**src/rtl/uls_pkg.sv**
```systemverilog
package uls_pkg;
  localparam int DATA_W = 8;
  localparam int STAT_W = 32;

  typedef struct packed {
    logic              brk;
    logic              ferr;
    logic              perr;
    logic [DATA_W-1:0] data;
  } rx_ent_t;

  function automatic logic tagged_ent(rx_ent_t e);
    return e.brk | e.ferr | e.perr;
  endfunction
endpackage

```
**src/rtl/uls_rx_store.sv**
```systemverilog
module uls_rx_store
  import uls_pkg::*;
#(
  parameter int DEPTH = 16
) (
  input  logic                        clk,
  input  logic                        rst_n,
  input  logic                        deep,
  input  logic                        flush,
  input  logic                        push,
  input  rx_ent_t                     push_ent,
  input  logic                        pop_req,
  input  logic                        stat_rd,
  output logic                        head_vld,
  output logic [DATA_W-1:0]           head_data,
  output logic [2:0]                  tags_live,
  output logic                        overrun_evt,
  output logic [$clog2(DEPTH+1)-1:0]  err_cnt
);
  localparam int PW = (DEPTH > 1) ? $clog2(DEPTH) : 1;
  localparam int CW = $clog2(DEPTH+1);
  localparam logic [CW-1:0] CAP = CW'(DEPTH);
  localparam logic [PW-1:0] LASTP = PW'(DEPTH-1);

  rx_ent_t        mem [DEPTH];
  logic [PW-1:0]  rd_p, wr_p;
  logic [CW-1:0]  cnt, ecnt_nx;
  logic           ack;
  logic           full, do_pop, arrive, room, do_app, do_over, head_chg;
  rx_ent_t        head;

  function automatic logic [PW-1:0] nxt(logic [PW-1:0] p);
    return (p == LASTP) ? '0 : p + 1'b1;
  endfunction

  assign head     = mem[rd_p];
  assign full     = deep ? (cnt == CAP) : (cnt != '0);
  assign do_pop   = pop_req & (cnt != '0) & ~flush;
  assign arrive   = push & ~flush;
  assign room     = ~full | do_pop;
  assign do_app   = arrive & room;
  assign do_over  = arrive & ~room & ~deep;
  assign overrun_evt = arrive & ~room;
  assign head_chg = do_pop | do_over | (do_app & (cnt == '0));

  always_comb begin
    ecnt_nx = err_cnt;
    if ((do_app | do_over) && tagged_ent(push_ent)) ecnt_nx = ecnt_nx + 1'b1;
    if ((do_pop | do_over) && tagged_ent(head))     ecnt_nx = ecnt_nx - 1'b1;
  end

  always_ff @(posedge clk) begin
    if (do_app)       mem[wr_p] <= push_ent;
    else if (do_over) mem[rd_p] <= push_ent;
  end

  always_ff @(posedge clk) begin
    if (!rst_n || flush) begin
      rd_p    <= '0;
      wr_p    <= '0;
      cnt     <= '0;
      err_cnt <= '0;
      ack     <= 1'b0;
    end else begin
      if (do_pop) rd_p <= nxt(rd_p);
      if (do_app) wr_p <= nxt(wr_p);
      cnt     <= cnt + CW'(do_app) - CW'(do_pop);
      err_cnt <= ecnt_nx;
      if (head_chg)     ack <= 1'b0;
      else if (stat_rd) ack <= 1'b1;
    end
  end

  assign head_vld  = (cnt != '0);
  assign head_data = head.data;
  assign tags_live = {head.brk, head.ferr, head.perr} & {3{head_vld & ~ack}};

  AST_RX_CNT_BOUND: assert property (@(posedge clk) disable iff (!rst_n)
    cnt <= CAP) else $error("rx count above depth");
  AST_RX_DROP_KEEPS: assert property (@(posedge clk) disable iff (!rst_n)
    (arrive && !room && deep) |=> (cnt == $past(cnt))) else $error("drop changed store");
  AST_RX_ONE_SLOT: assert property (@(posedge clk) disable iff (!rst_n)
    (!deep && !flush && $past(!deep)) |-> (cnt <= 1)) else $error("single mode over one");
  AST_RX_ERRCNT_BOUND: assert property (@(posedge clk) disable iff (!rst_n)
    err_cnt <= cnt) else $error("error count above fill");
endmodule

```
**src/rtl/uls_tx_store.sv**
```systemverilog
module uls_tx_store
  import uls_pkg::*;
#(
  parameter int DEPTH = 16
) (
  input  logic              clk,
  input  logic              rst_n,
  input  logic              deep,
  input  logic              flush,
  input  logic              wr_valid,
  input  logic [DATA_W-1:0] wr_data,
  output logic              wr_ready,
  output logic              out_valid,
  output logic [DATA_W-1:0] out_data,
  input  logic              out_ready,
  output logic              empty
);
  localparam int PW = (DEPTH > 1) ? $clog2(DEPTH) : 1;
  localparam int CW = $clog2(DEPTH+1);
  localparam logic [CW-1:0] CAP = CW'(DEPTH);
  localparam logic [PW-1:0] LASTP = PW'(DEPTH-1);

  logic [DATA_W-1:0] mem [DEPTH];
  logic [PW-1:0]     rd_p, wr_p;
  logic [CW-1:0]     cnt;
  logic              full, do_push, do_pop;

  function automatic logic [PW-1:0] nxt(logic [PW-1:0] p);
    return (p == LASTP) ? '0 : p + 1'b1;
  endfunction

  assign full      = deep ? (cnt == CAP) : (cnt != '0);
  assign wr_ready  = ~full & ~flush;
  assign out_valid = (cnt != '0) & ~flush;
  assign do_push   = wr_valid & wr_ready;
  assign do_pop    = out_valid & out_ready;
  assign out_data  = mem[rd_p];
  assign empty     = (cnt == '0);

  always_ff @(posedge clk) begin
    if (do_push) mem[wr_p] <= wr_data;
  end

  always_ff @(posedge clk) begin
    if (!rst_n || flush) begin
      rd_p <= '0;
      wr_p <= '0;
      cnt  <= '0;
    end else begin
      if (do_pop)  rd_p <= nxt(rd_p);
      if (do_push) wr_p <= nxt(wr_p);
      cnt <= cnt + CW'(do_push) - CW'(do_pop);
    end
  end

  AST_TX_WR_FILLS: assert property (@(posedge clk) disable iff (!rst_n)
    do_push |=> !empty) else $error("accepted write left store empty");
  AST_TX_CNT_BOUND: assert property (@(posedge clk) disable iff (!rst_n)
    cnt <= CAP) else $error("tx count above depth");
endmodule

```
**src/rtl/uart_line_status.sv**
```systemverilog
module uart_line_status
  import uls_pkg::*;
#(
  parameter int RX_DEPTH = 16,
  parameter int TX_DEPTH = 16
) (
  input  logic              clk,
  input  logic              rst_n,
  input  logic              fifo_en,
  input  logic              rx_valid,
  input  logic [DATA_W-1:0] rx_data,
  input  logic              rx_perr,
  input  logic              rx_ferr,
  input  logic              rx_brk,
  input  logic              rbr_rd,
  output logic [DATA_W-1:0] rbr_data,
  input  logic              lsr_rd,
  output logic [STAT_W-1:0] lsr_word,
  input  logic              tx_wr_valid,
  input  logic [DATA_W-1:0] tx_wr_data,
  output logic              tx_wr_ready,
  output logic              tx_out_valid,
  output logic [DATA_W-1:0] tx_out_data,
  input  logic              tx_out_ready,
  input  logic              tx_shift_busy
);
  localparam int ECW = $clog2(RX_DEPTH+1);

  logic           mode_q, flush;
  logic           ovr_q, ferr_hold;
  logic           head_vld, overrun_evt, tx_empty;
  logic [2:0]     tags_live;
  logic [ECW-1:0] err_cnt;
  logic           err_any, store_err;
  rx_ent_t        in_ent;

  assign flush  = fifo_en ^ mode_q;
  assign in_ent = '{brk: rx_brk, ferr: rx_ferr, perr: rx_perr, data: rx_data};

  uls_rx_store #(.DEPTH(RX_DEPTH)) u_rx (
    .clk(clk), .rst_n(rst_n), .deep(fifo_en), .flush(flush),
    .push(rx_valid), .push_ent(in_ent), .pop_req(rbr_rd), .stat_rd(lsr_rd),
    .head_vld(head_vld), .head_data(rbr_data), .tags_live(tags_live),
    .overrun_evt(overrun_evt), .err_cnt(err_cnt)
  );

  uls_tx_store #(.DEPTH(TX_DEPTH)) u_tx (
    .clk(clk), .rst_n(rst_n), .deep(fifo_en), .flush(flush),
    .wr_valid(tx_wr_valid), .wr_data(tx_wr_data), .wr_ready(tx_wr_ready),
    .out_valid(tx_out_valid), .out_data(tx_out_data), .out_ready(tx_out_ready),
    .empty(tx_empty)
  );

  assign err_any = (err_cnt != '0);

  always_ff @(posedge clk) begin
    if (!rst_n) begin
      mode_q    <= 1'b0;
      ovr_q     <= 1'b0;
      ferr_hold <= 1'b0;
    end else begin
      mode_q <= fifo_en;
      if (overrun_evt) ovr_q <= 1'b1;
      else if (lsr_rd) ovr_q <= 1'b0;
      if (flush) ferr_hold <= 1'b0;
      else       ferr_hold <= (err_any | ferr_hold) & ~lsr_rd;
    end
  end

  assign store_err = fifo_en & (err_any | ferr_hold);

  always_comb begin
    lsr_word      = '0;
    lsr_word[7]   = store_err;
    lsr_word[6]   = tx_empty & ~tx_shift_busy;
    lsr_word[5]   = tx_empty;
    lsr_word[4:2] = tags_live;
    lsr_word[1]   = ovr_q;
    lsr_word[0]   = head_vld;
  end

  AST_OVR_FLAGGED: assert property (@(posedge clk) disable iff (!rst_n)
    overrun_evt |=> lsr_word[1]) else $error("overrun not flagged");
  AST_FERR_STICKY: assert property (@(posedge clk) disable iff (!rst_n)
    (fifo_en && $past(fifo_en) && !$past(flush) && $past(lsr_word[7]) && !$past(lsr_rd))
      |-> lsr_word[7]) else $error("store error dropped without read");
  AST_TAGS_NEED_DATA: assert property (@(posedge clk) disable iff (!rst_n)
    (lsr_word[4:2] != 3'b000) |-> lsr_word[0]) else $error("tags without data");
  AST_FLUSH_EMPTIES: assert property (@(posedge clk) disable iff (!rst_n)
    flush |=> (!lsr_word[0] && lsr_word[5])) else $error("mode change left data");
endmodule

```
**config.mk**
```make
export PLATFORM = sky130hd
export DESIGN_NAME = uart_line_status
export DESIGN_NICKNAME = d
export VERILOG_FILES = /design/src/rtl/uls_pkg.sv /design/src/rtl/uls_rx_store.sv /design/src/rtl/uls_tx_store.sv /design/src/rtl/uart_line_status.sv
export SDC_FILE = /design/constraint.sdc
export NUM_CORES = 1
export LEC_CHECK = 0
export BUFFER_PORTS_ARGS = -buffer_cell sky130_fd_sc_hd__buf_4
export CAP_MARGIN = 20
export CORE_ASPECT_RATIO = 1.2
export CORE_MARGIN = 5
export CORE_UTILIZATION = 46
export DETAILED_ROUTE_END_ITERATION = 12
export PLACE_DENSITY_LB_ADDON = 0.08
export SLEW_MARGIN = 20
export SYNTH_ARGS = -nofsm -noshare
export SYNTH_HDL_FRONTEND = slang
export SYNTH_SLANG_ARGS = --single-unit
```
**constraint.sdc**
```tcl
create_clock -name clk -period 4.1 [get_ports clk]
set_input_delay 0.615 -clock clk [delete_from_list [all_inputs] [get_ports clk]]
set_output_delay 0.615 -clock clk [all_outputs]
set_load 0.02 [all_outputs]
```
==> qor.csv, run 1 <==
metric;value;unit
diodes;0;
critPathLaunchType;register;
fin_util;52.98;%
async_reset_ff_share;0;%
seqPwrFrac;49.8;%
clock_skew;8.845;ps
p_leak;5.272;nW
clkSinkCount;347;
track_usage;16.88;%
drt-pass1-iter-count;5;
synth_top_area_cell;edfxtp_1;
core;30570;um2
synth_top_area_share;64.03;%
finalSetupViolations;0;
hold_depth;2;
cts.repair.resized;0;
die_w;170.7;um
p_comb_share;11.6;%
pwr-share-clk;38.6;%
nNetsFinal;921;
cap_violations;0;
path_class;register to output pin;
drc;0;
cts_buffer_depth;3;
status;completed;
ys_seq_elements;347;
min_from;lsr_rd;
grt_overflow;0;
grt_max_degree;34;
drt-vias-per-instance;5.467;
initial_core_util;46.64;%
internal_power;6.098;mW
ant_nets;0;
grt_pass1_wl;44510;um
reg2reg_depth;17;
power_switching;1.827;mW
r2r_setup_slack;940;ps
fill_cells;2403;
worst-path-max-fanout;17;
worstPathArrival;2710;ps
vdd_ir_drop_max;0.0003390;V
postSynthCellCount;790;
wl_per_cell;21.97;um
numPortBuffers;53;
sw_frac_of_total;23.05;%
synth_area;14260;um2
design_power_total;7.924;mW
synth_top_cells_by_count;edfxtp_1 (304), mux4_2 (89), nor2_1 (64), dfxtp_1 (43);
htreeDepth;2;
powerDensity;489.3;nW/um2
worstMarginPinSlew;861.1;ps
worst_r2r_endpoint;u_rx.cnt[4]$_SDFF_PP0_;
whs;288.6;ps
die_area;34630;um2
synth.area.top_cells;edfxtp_1 (64%), mux4_2 (14%), dfxtp_1 (6.0%), ha_1 (1.8%), nor2_1 (1.7%);
endpoint_kind;output pin;
hold_viol;0;
placedCellCount;1228;
synth.avg_cell_area;18.05;um2
place_hpwl;18640;um
fin_crit;3325;ps
min_path_type;input port to register;
syn2layout_area_growth;13.59;%
root_buffer;clkbuf_16;
ys_seq_area_share;70.07;%
min_delay_worst_endpoint;ferr_hold$_SDFF_PP0_;
relSlewSlack;42.38;%
finalSetupTns;0;ps
rsz0062_at_grt;no;
worstPathRequired;3480;ps
post_cts_buffers;0;
grt_pass1_vias;7708;
antenna_found_initial;0;
ys_types;56;
ios;78;
worstReg2RegStart;u_rx.cnt[2]$_SDFF_PP0_;
synth_ff_type;edfxtp_1;
drtIter0Drc;500;
synth_edf_count;304;
gp_congestion;0.7651;
cts_buffers;36;
die_h;202.9;um
clock_latency;510;ps
drive_gt1_share;26.00;%
clkTransAtPathRegs;60;ps
fmax;300.8;MHz
postCtsHoldBufs;0;
synth_most_common_cell;edfxtp_1;
vias;7063;
instances_no_fill;1292;
fin_crit_sh;81.10;%
drv_slew;0;
cts_tree;built;
wl;28390;um
placementRows;70;
synth_warnings;0;
[cell families after synthesis]
group	after synthesis	share of synthesized area [%]
DFF	347	70.07
and+or+nand+nor	150	5.002
muxes	99	15.11
buffers and inverters	85	3.265
AOI/OAI and AO/OA	66	3.238
adders and majority gates	23	2.124
xor gates and xnor gates	19	1.167
other	1	0.02630
[worst max-delay path by stage]
| stage | endpoint | slack [ps] | cells after the start |
|---|---|---|---|
| after floorplan | u_tx.mem[1][0]$_DFFE_PP_ | 1180 | 7 |
| after global placement | u_tx.cnt[4]$_SDFF_PP0_ | 880 | 11 |
| after detailed placement | u_tx.cnt[4]$_SDFF_PP0_ | 800 | 11 |
| after CTS | lsr_word[3] | 690 | 5 |
| after global routing | lsr_word[2] | 640 | 6 |
| final | lsr_word[3] | 770 | 5 |
[per-layer routing]
metal	share of wire [%]	up-vias	global-route usage, %
li1	-	3216	-
met1	37	3664	19.44
met2	57	138	32.49
met3	3.3	45	2.259
met4	2.0	0	4.650
met5	0	-	0
[power by group through the flow]
stage | clock network (mW) | logic (mW) | registers, mW
4_1_cts | 3.15 | 0.930 | 3.95
3_3_place_gp | 0 | 0.892 | 4.02
6_report | 3.06 | 0.916 | 3.95
3_5_place_dp | 0 | 0.923 | 4.02
2_1_floorplan | 0 | 0.671 | 4.01
5_1_grt | 3.30 | 1.00 | 3.95
[metrics by stage]
step           area, um2  setup WS (ps)
2_1_floorplan      14340           1181
3_3_place_gp       15080          884.6
3_5_place_dp       15080          796.8
4_1_cts            16190          689.4
5_1_grt            16190          643.1
6_report           16190          775.0
[cell usage in the layout (no fill, tap or decap), types with 7 or more instances in the layout]
cell / instances
xnor2_1: 7
dfxtp_1: 40
nor2b_1: 7
buf_4: 79
clkbuf_16: 37
ha_1: 21
a21oi_1: 20
nor2_1: 64
clkinv_2: 9
a31oi_1: 8
nor3_1: 12
nand2_1: 27
clkinv_1: 7
o21ai_0: 7
xor2_1: 12
inv_1: 24
conb_1: 24
edfxtp_1: 304
mux4_2: 89
nand3_1: 10
[registers in the layout, summed over array words and instances, names as in the netlist, 4 cells and up, named ones only]
name	cells
u_tx.rd_p	4
u_rx.cnt	5
u_rx.err_cnt	5
u_tx.mem	128
u_tx.wr_p	4
u_rx.rd_p	4
u_rx.wr_p	4
u_rx.mem	176
u_tx.cnt	5
[critical path, stage by stage (launching register included)]
cell	delay [ps]
dfxtp_2	530
buf_4	410
mux4_2	600
a221oi_4	380
nor3_1	110
buf_4	180
[cell type report]
| class | count | area (um2) | area share, % |
|---|---|---|---|
| clock inverters | 20 | 148.9 | 0.9194 |
| repair buffers | 80 | 613.1 | 3.786 |
| well taps | 396 | 495.5 | 3.060 |
| flip-flops and latches | 347 | 9993 | 61.71 |
| inverters | 24 | 90.09 | 0.5563 |
| multi-input cells | 381 | 3891 | 24.03 |
| clock buffers | 44 | 962.2 | 5.941 |
Note: power is estimated with default switching activity, not from simulation.
==> run 2: changes to the inputs <==
Clock period 4.1 ns to 3.35 ns, I/O delays scaled along.
==> run 2 against run 1 <==
Clock power rose by 27%. First-iteration DRC count fell by 24%. Sequential share of layout area fell by 0.73 points. Cell count rose by 1.2%. Via count rose by 0.64%. Setup slack got worse by 560 ps. Register-to-register slack got worse by 710 ps. Die area did not move. Largest cell class unchanged. Largest power group unchanged.
==> qor.csv, run 2 (synthesized netlist as in run 1, its figures left out) <==
metric;value;unit;change
drc;0;;unchanged
wl;28630;um;+0.87%
die_w;170.7;um;unchanged
ant_nets;0;;unchanged
finalSetupTns;0;ps;unchanged
p_comb_share;11.5;%;about the same
cts_tree;built;;
gp_congestion;0.8012;;+4.7%
clock_latency;510;ps;about the same
top_regs;u_rx.mem (176), u_tx.mem (128);;
cts_buffers;36;;unchanged
fmax;318.8;MHz;
regMostFlops;u_rx.mem;;
status;completed;;
relSlewSlack;57.18;%;+15 points
fin_crit;3137;ps;
internal_power;7.593;mW;+25%
drt-vias-per-instance;5.438;;-0.52%
drive_gt1_share;27.11;%;+1.1 points
numPortBuffers;53;;unchanged
place_hpwl;18770;um;+0.66%
hold_viol;0;;unchanged
die_area;34630;um2;unchanged
grt_overflow;0;;unchanged
nNetsFinal;937;;+1.7%
pwr-share-clk;39.4;%;+0.8 points
ios;78;;unchanged
wl_per_cell;21.91;um;-0.29%
grt_pass1_vias;7511;;-2.6%
drt-pass1-iter-count;4;;-1
clock_skew;14.02;ps;+5.175 ps
worstMarginPinSlew;641.4;ps;-219.7 ps
final_cell_mix;edfxtp_1 (304), buf_4 (93), mux4_2 (89);;
worstPathRequired;2850;ps;-630 ps
rsz0062_at_grt;no;;
regArea;9996;um2;about the same
crit_buf_inv;3;;+1
vdd_ir_drop_max;0.0003731;V;+10%
multi_input_comb_area;3891;um2;unchanged
drv_slew;0;;unchanged
placementRows;70;;unchanged
min_from;lsr_rd;;
track_usage;16.73;%;-0.16 points
endpoint_kind;output pin;;
die_h;202.9;um;unchanged
critPathLaunchType;register;;
cap_violations;0;;unchanged
worstReg2RegStart;u_tx.cnt[3]$_SDFF_PP0_;;
postCtsHoldBufs;0;;unchanged
largest_reg_flops;176;;unchanged
syn2layout_area_growth;14.97;%;
r2r_setup_slack;230;ps;-710 ps
worst-path-max-fanout;20;;+3
fin_crit_sh;93.64;%;
path_class;register to output pin;;
slowest_delay;530;ps;-70 ps
cp_slowest_cell;mux4_2;;
clkTransAtPathRegs;60;ps;about the same
antenna_found_initial;0;;unchanged
vias;7108;;+0.64%
finalSetupViolations;0;;unchanged
seqPwrFrac;49.1;%;-0.7 points
cts_buffer_depth;3;;unchanged
grt_max_degree;33;;-2.9%
fill_cells;2427;;+1.0%
power_switching;2.258;mW;+24%
powerDensity;600.9;nW/um2;+23%
clkSinkCount;347;;unchanged
whs;173.4;ps;-115.2 ps
crit_chain;buf_12 > buf_12 > mux4_2 > mux4_2 > buf_4;;
core;30570;um2;unchanged
grt_pass1_wl;44070;um;-0.98%
worst_r2r_endpoint;u_tx.cnt[4]$_SDFF_PP0_;;
min_path_type;input port to register;;
hold_depth;2;;unchanged
diodes;0;;unchanged
worstPathArrival;2630;ps;-80 ps
sw_frac_of_total;22.92;%;-0.13 points
p_leak;5.379;nW;+2.0%
final_common_cell;edfxtp_1;;
min_delay_worst_endpoint;ferr_hold$_SDFF_PP0_;;
initial_core_util;46.64;%;unchanged
root_buffer;clkbuf_16;;
reg2reg_depth;12;;-5
htreeDepth;2;;unchanged
drtIter0Drc;382;;-24%
crit_family;multiplexers;;
run 2: metrics by stage:
step / worst slack [ps] / area [um2] / instances / power [mW] / util [%]
finish: 213.1 / 16390 / 1307 / 9.850 / 53.63
floorplan: 436.3 / 14340 / 813 / 5.727 / -
global placement: 398.1 / 15230 / 1244 / 6.021 / 49.81
detailed placement: 207.8 / 15230 / 1244 / 6.068 / 49.81
global route: 45.12 / 16390 / 1307 / 10.27 / 53.63
CTS: 34.90 / 16390 / 1307 / 9.979 / 53.61
run 2: worst max-delay path by stage:
stage | start | to | slack, ps | depth (start not counted)
global placement | u_rx.cnt[3]$_SDFF_PP0_ | u_rx.cnt[4]$_SDFF_PP0_ | 400 | 17
finish | register | rbr_data[0] | 210 | 5
CTS | register | rbr_data[0] | 30 | 5
global route | register | rbr_data[0] | 50 | 5
floorplan | u_tx.cnt[3]$_SDFF_PP0_ | u_tx.cnt[4]$_SDFF_PP0_ | 440 | 13
detailed placement | u_rx.cnt[2]$_SDFF_PP0_ | u_rx.cnt[4]$_SDFF_PP0_ | 210 | 17
run 2: what timing repair did:
| item | CTS | global route |
|---|---|---|
| buffers inserted | 0 | 0 |
| endpoints found under the setup margin | 0 | 6 |
| hold endpoints to repair | 0 | 0 |
| resized for setup | 0 | 2 |
run 2: worst register-to-register path, cell delays in order, from the launching register on:
cell	delay [ps]
dfxtp_1	320
inv_1	80
ha_1	160
or4b_1	510
and3_1	280
ha_1	300
inv_1	40
ha_1	200
fa_1	440
a21oi_1	150
nor2_1	70
or3_1	340
a21oi_1	150
run 2: layout make-up:
type	count	area share, %
flip-flops and latches	347	60.98
multi-input cells	381	23.74
clock buffers	47	6.000
repair buffers	96	4.626
well taps	396	3.023
clock inverters	16	1.084
inverters	24	0.5496
run 2: layer usage:
layer | global-route usage [%] | share of wire, %
met3 | 3.019 | 3.9
met2 | 31.02 | 56
met4 | 3.966 | 1.9
met5 | 0 | 0
met1 | 20.14 | 39
run 2: power by group through the flow:
| stage | clock network, mW | registers, mW | logic, mW |
|---|---|---|---|
| 2_1_floorplan | 0 | 4.91 | 0.821 |
| 3_5_place_dp | 0 | 4.92 | 1.14 |
| 3_3_place_gp | 0 | 4.92 | 1.10 |
| 6_report | 3.88 | 4.83 | 1.14 |
| 4_1_cts | 4.00 | 4.83 | 1.15 |
| 5_1_grt | 4.18 | 4.84 | 1.24 |
==> run 3: changes to the inputs <==
Settings changed: RECOVER_POWER set to 100.
==> run 3 against run 2 <==
Via count up 0.15%. Sequential power about the same. Total power decreased by 0.74%. Register-to-register slack barely moved. Sequential share of layout area rose by 1.0 points. Critical path depth stayed put. Setup slack gained 3.2 ps. Critical endpoint unchanged.
==> qor.csv, run 3 (synthesized netlist as in run 1, its figures left out) <==
metric;value;unit;change
root_buffer;clkbuf_16;;
drt-vias-per-instance;5.443;;about the same
placementRows;70;;unchanged
fmax;319.1;MHz;+0.10%
place_hpwl;18770;um;unchanged
endpoint_kind;output pin;;
reg2reg_depth;12;;unchanged
postCtsHoldBufs;0;;unchanged
cap_violations;0;;unchanged
status;completed;;
ant_nets;0;;unchanged
hold_viol;0;;unchanged
clock_latency;520;ps;about the same
worstPathRequired;2850;ps;about the same
ios;78;;unchanged
nNetsFinal;937;;unchanged
largest_reg_flops;176;;unchanged
min_path_type;input port to register;;
clkSinkCount;347;;unchanged
wl_per_cell;21.90;um;about the same
fin_crit_sh;93.54;%;-0.097 points
grt_pass1_vias;7511;;unchanged
clkTransAtPathRegs;60;ps;about the same
placedCellCount;1244;;unchanged
drt-pass1-iter-count;5;;+1
final_cell_mix;edfxtp_1 (304), mux4_2 (89), nor2_1 (65);;
drv_slew;0;;unchanged
cts_buffer_depth;3;;unchanged
cts_buffers;36;;unchanged
gp_congestion;0.8012;;unchanged
instances_no_fill;1308;;+0.077%
drc;0;;unchanged
powerDensity;606.3;nW/um2;+0.90%
finalSetupViolations;0;;unchanged
hold_depth;2;;unchanged
vias;7119;;+0.15%
worstPathArrival;2630;ps;about the same
drtIter0Drc;387;;+1.3%
path_class;register to output pin;;
p_leak;5.198;nW;-3.4%
top_regs;u_rx.mem (176), u_tx.mem (128);;
design_power_total;9.777;mW;-0.74%
worstMarginPinSlew;1038;ps;+396.3 ps
clock_skew;14.18;ps;+0.1610 ps
core;30570;um2;unchanged
htreeDepth;2;;unchanged
numPortBuffers;53;;unchanged
fill_cells;2483;;+2.3%
track_usage;16.73;%;unchanged
drive_gt1_share;22.61;%;-4.5 points
grt_pass1_wl;44070;um;unchanged
wl;28650;um;about the same
initial_core_util;46.64;%;unchanged
fin_crit;3134;ps;-3.242 ps
antenna_found_initial;1;;+1
die_area;34630;um2;unchanged
regArea;9996;um2;unchanged
relSlewSlack;30.82;%;-26 points
die_w;170.7;um;unchanged
multi_input_comb_area;3871;um2;-0.51%
cts_tree;built;;
vdd_ir_drop_max;0.0003754;V;+0.61%
finalSetupTns;0;ps;unchanged
critPathLaunchType;register;;
regMostFlops;u_rx.mem;;
rsz0062_at_grt;no;;
grt_overflow;0;;unchanged
worst-path-max-fanout;20;;unchanged
whs;168.6;ps;-4.866 ps
grt_max_degree;33;;unchanged
die_h;202.9;um;unchanged
syn2layout_area_growth;13.10;%;
final_common_cell;edfxtp_1;;
[run 3: stage by stage]
step / utilization, % / instance area (um2) / worst slack [ps]
finish: 52.75 / 16130 / 216.4
global route: 52.75 / 16120 / 29.98
CTS: 53.61 / 16390 / 34.90
detailed placement: 49.81 / 15230 / 207.8
global placement: 49.81 / 15230 / 398.1
floorplan: - / 14340 / 436.3
[run 3: repair_timing]
action / 4_1_cts / 5_1_grt
gates resized for setup: 0 / 2
hold endpoints to repair: 0 / 0
endpoints found under the setup margin: 0 / 6
setup buffers: 0 / 0
[run 3: worst max-delay path, stage by stage (launching register included)]
cell and delay, ps:
dfxtp_4 450, buf_12 230, buf_12 220, mux4_2 530, mux4_2 500, clkbuf_2 180
[run 3: per-layer routing]
metal	share of wire [%]	routed length, um	vias up	track usage [%]
met1	39	11110	3696	20.14
met4	1.9	536	0	3.966
met5	0	0	-	0
li1	-	-	3260	-
met2	55	15890	128	31.02
met3	3.9	1110	35	3.019
[run 3: power by group]
group / internal, mW / switching [mW] / leakage (nW)
clock: 2.32 / 1.57 / 0.568
sequential: 4.78 / 0.0512 / 3.09
combinational: 0.423 / 0.636 / 1.54
total: 7.52 / 2.26 / 5.20
[run 3: worst paths after layout]
path	slack, ps	to	from
max	220	rbr_data[0]	register
min	170	ferr_hold$_SDFF_PP0_	lsr_rd
max reg2reg	230	u_tx.cnt[4]$_SDFF_PP0_	u_tx.cnt[3]$_SDFF_PP0_
min reg2reg	520	u_tx.rd_p[3]$_SDFFE_PP0P_	u_tx.rd_p[3]$_SDFFE_PP0P_
[run 3: cell type report]
class / count / share of cell area (%)
clock buffers: 47 / 6.099
multi-input cells: 381 / 24.01
inverters: 24 / 0.5587
repair buffers: 96 / 3.158
clock inverters: 16 / 1.102
well taps: 396 / 3.073
flip-flops and latches: 347 / 61.99
diodes: 1 / 0.01552
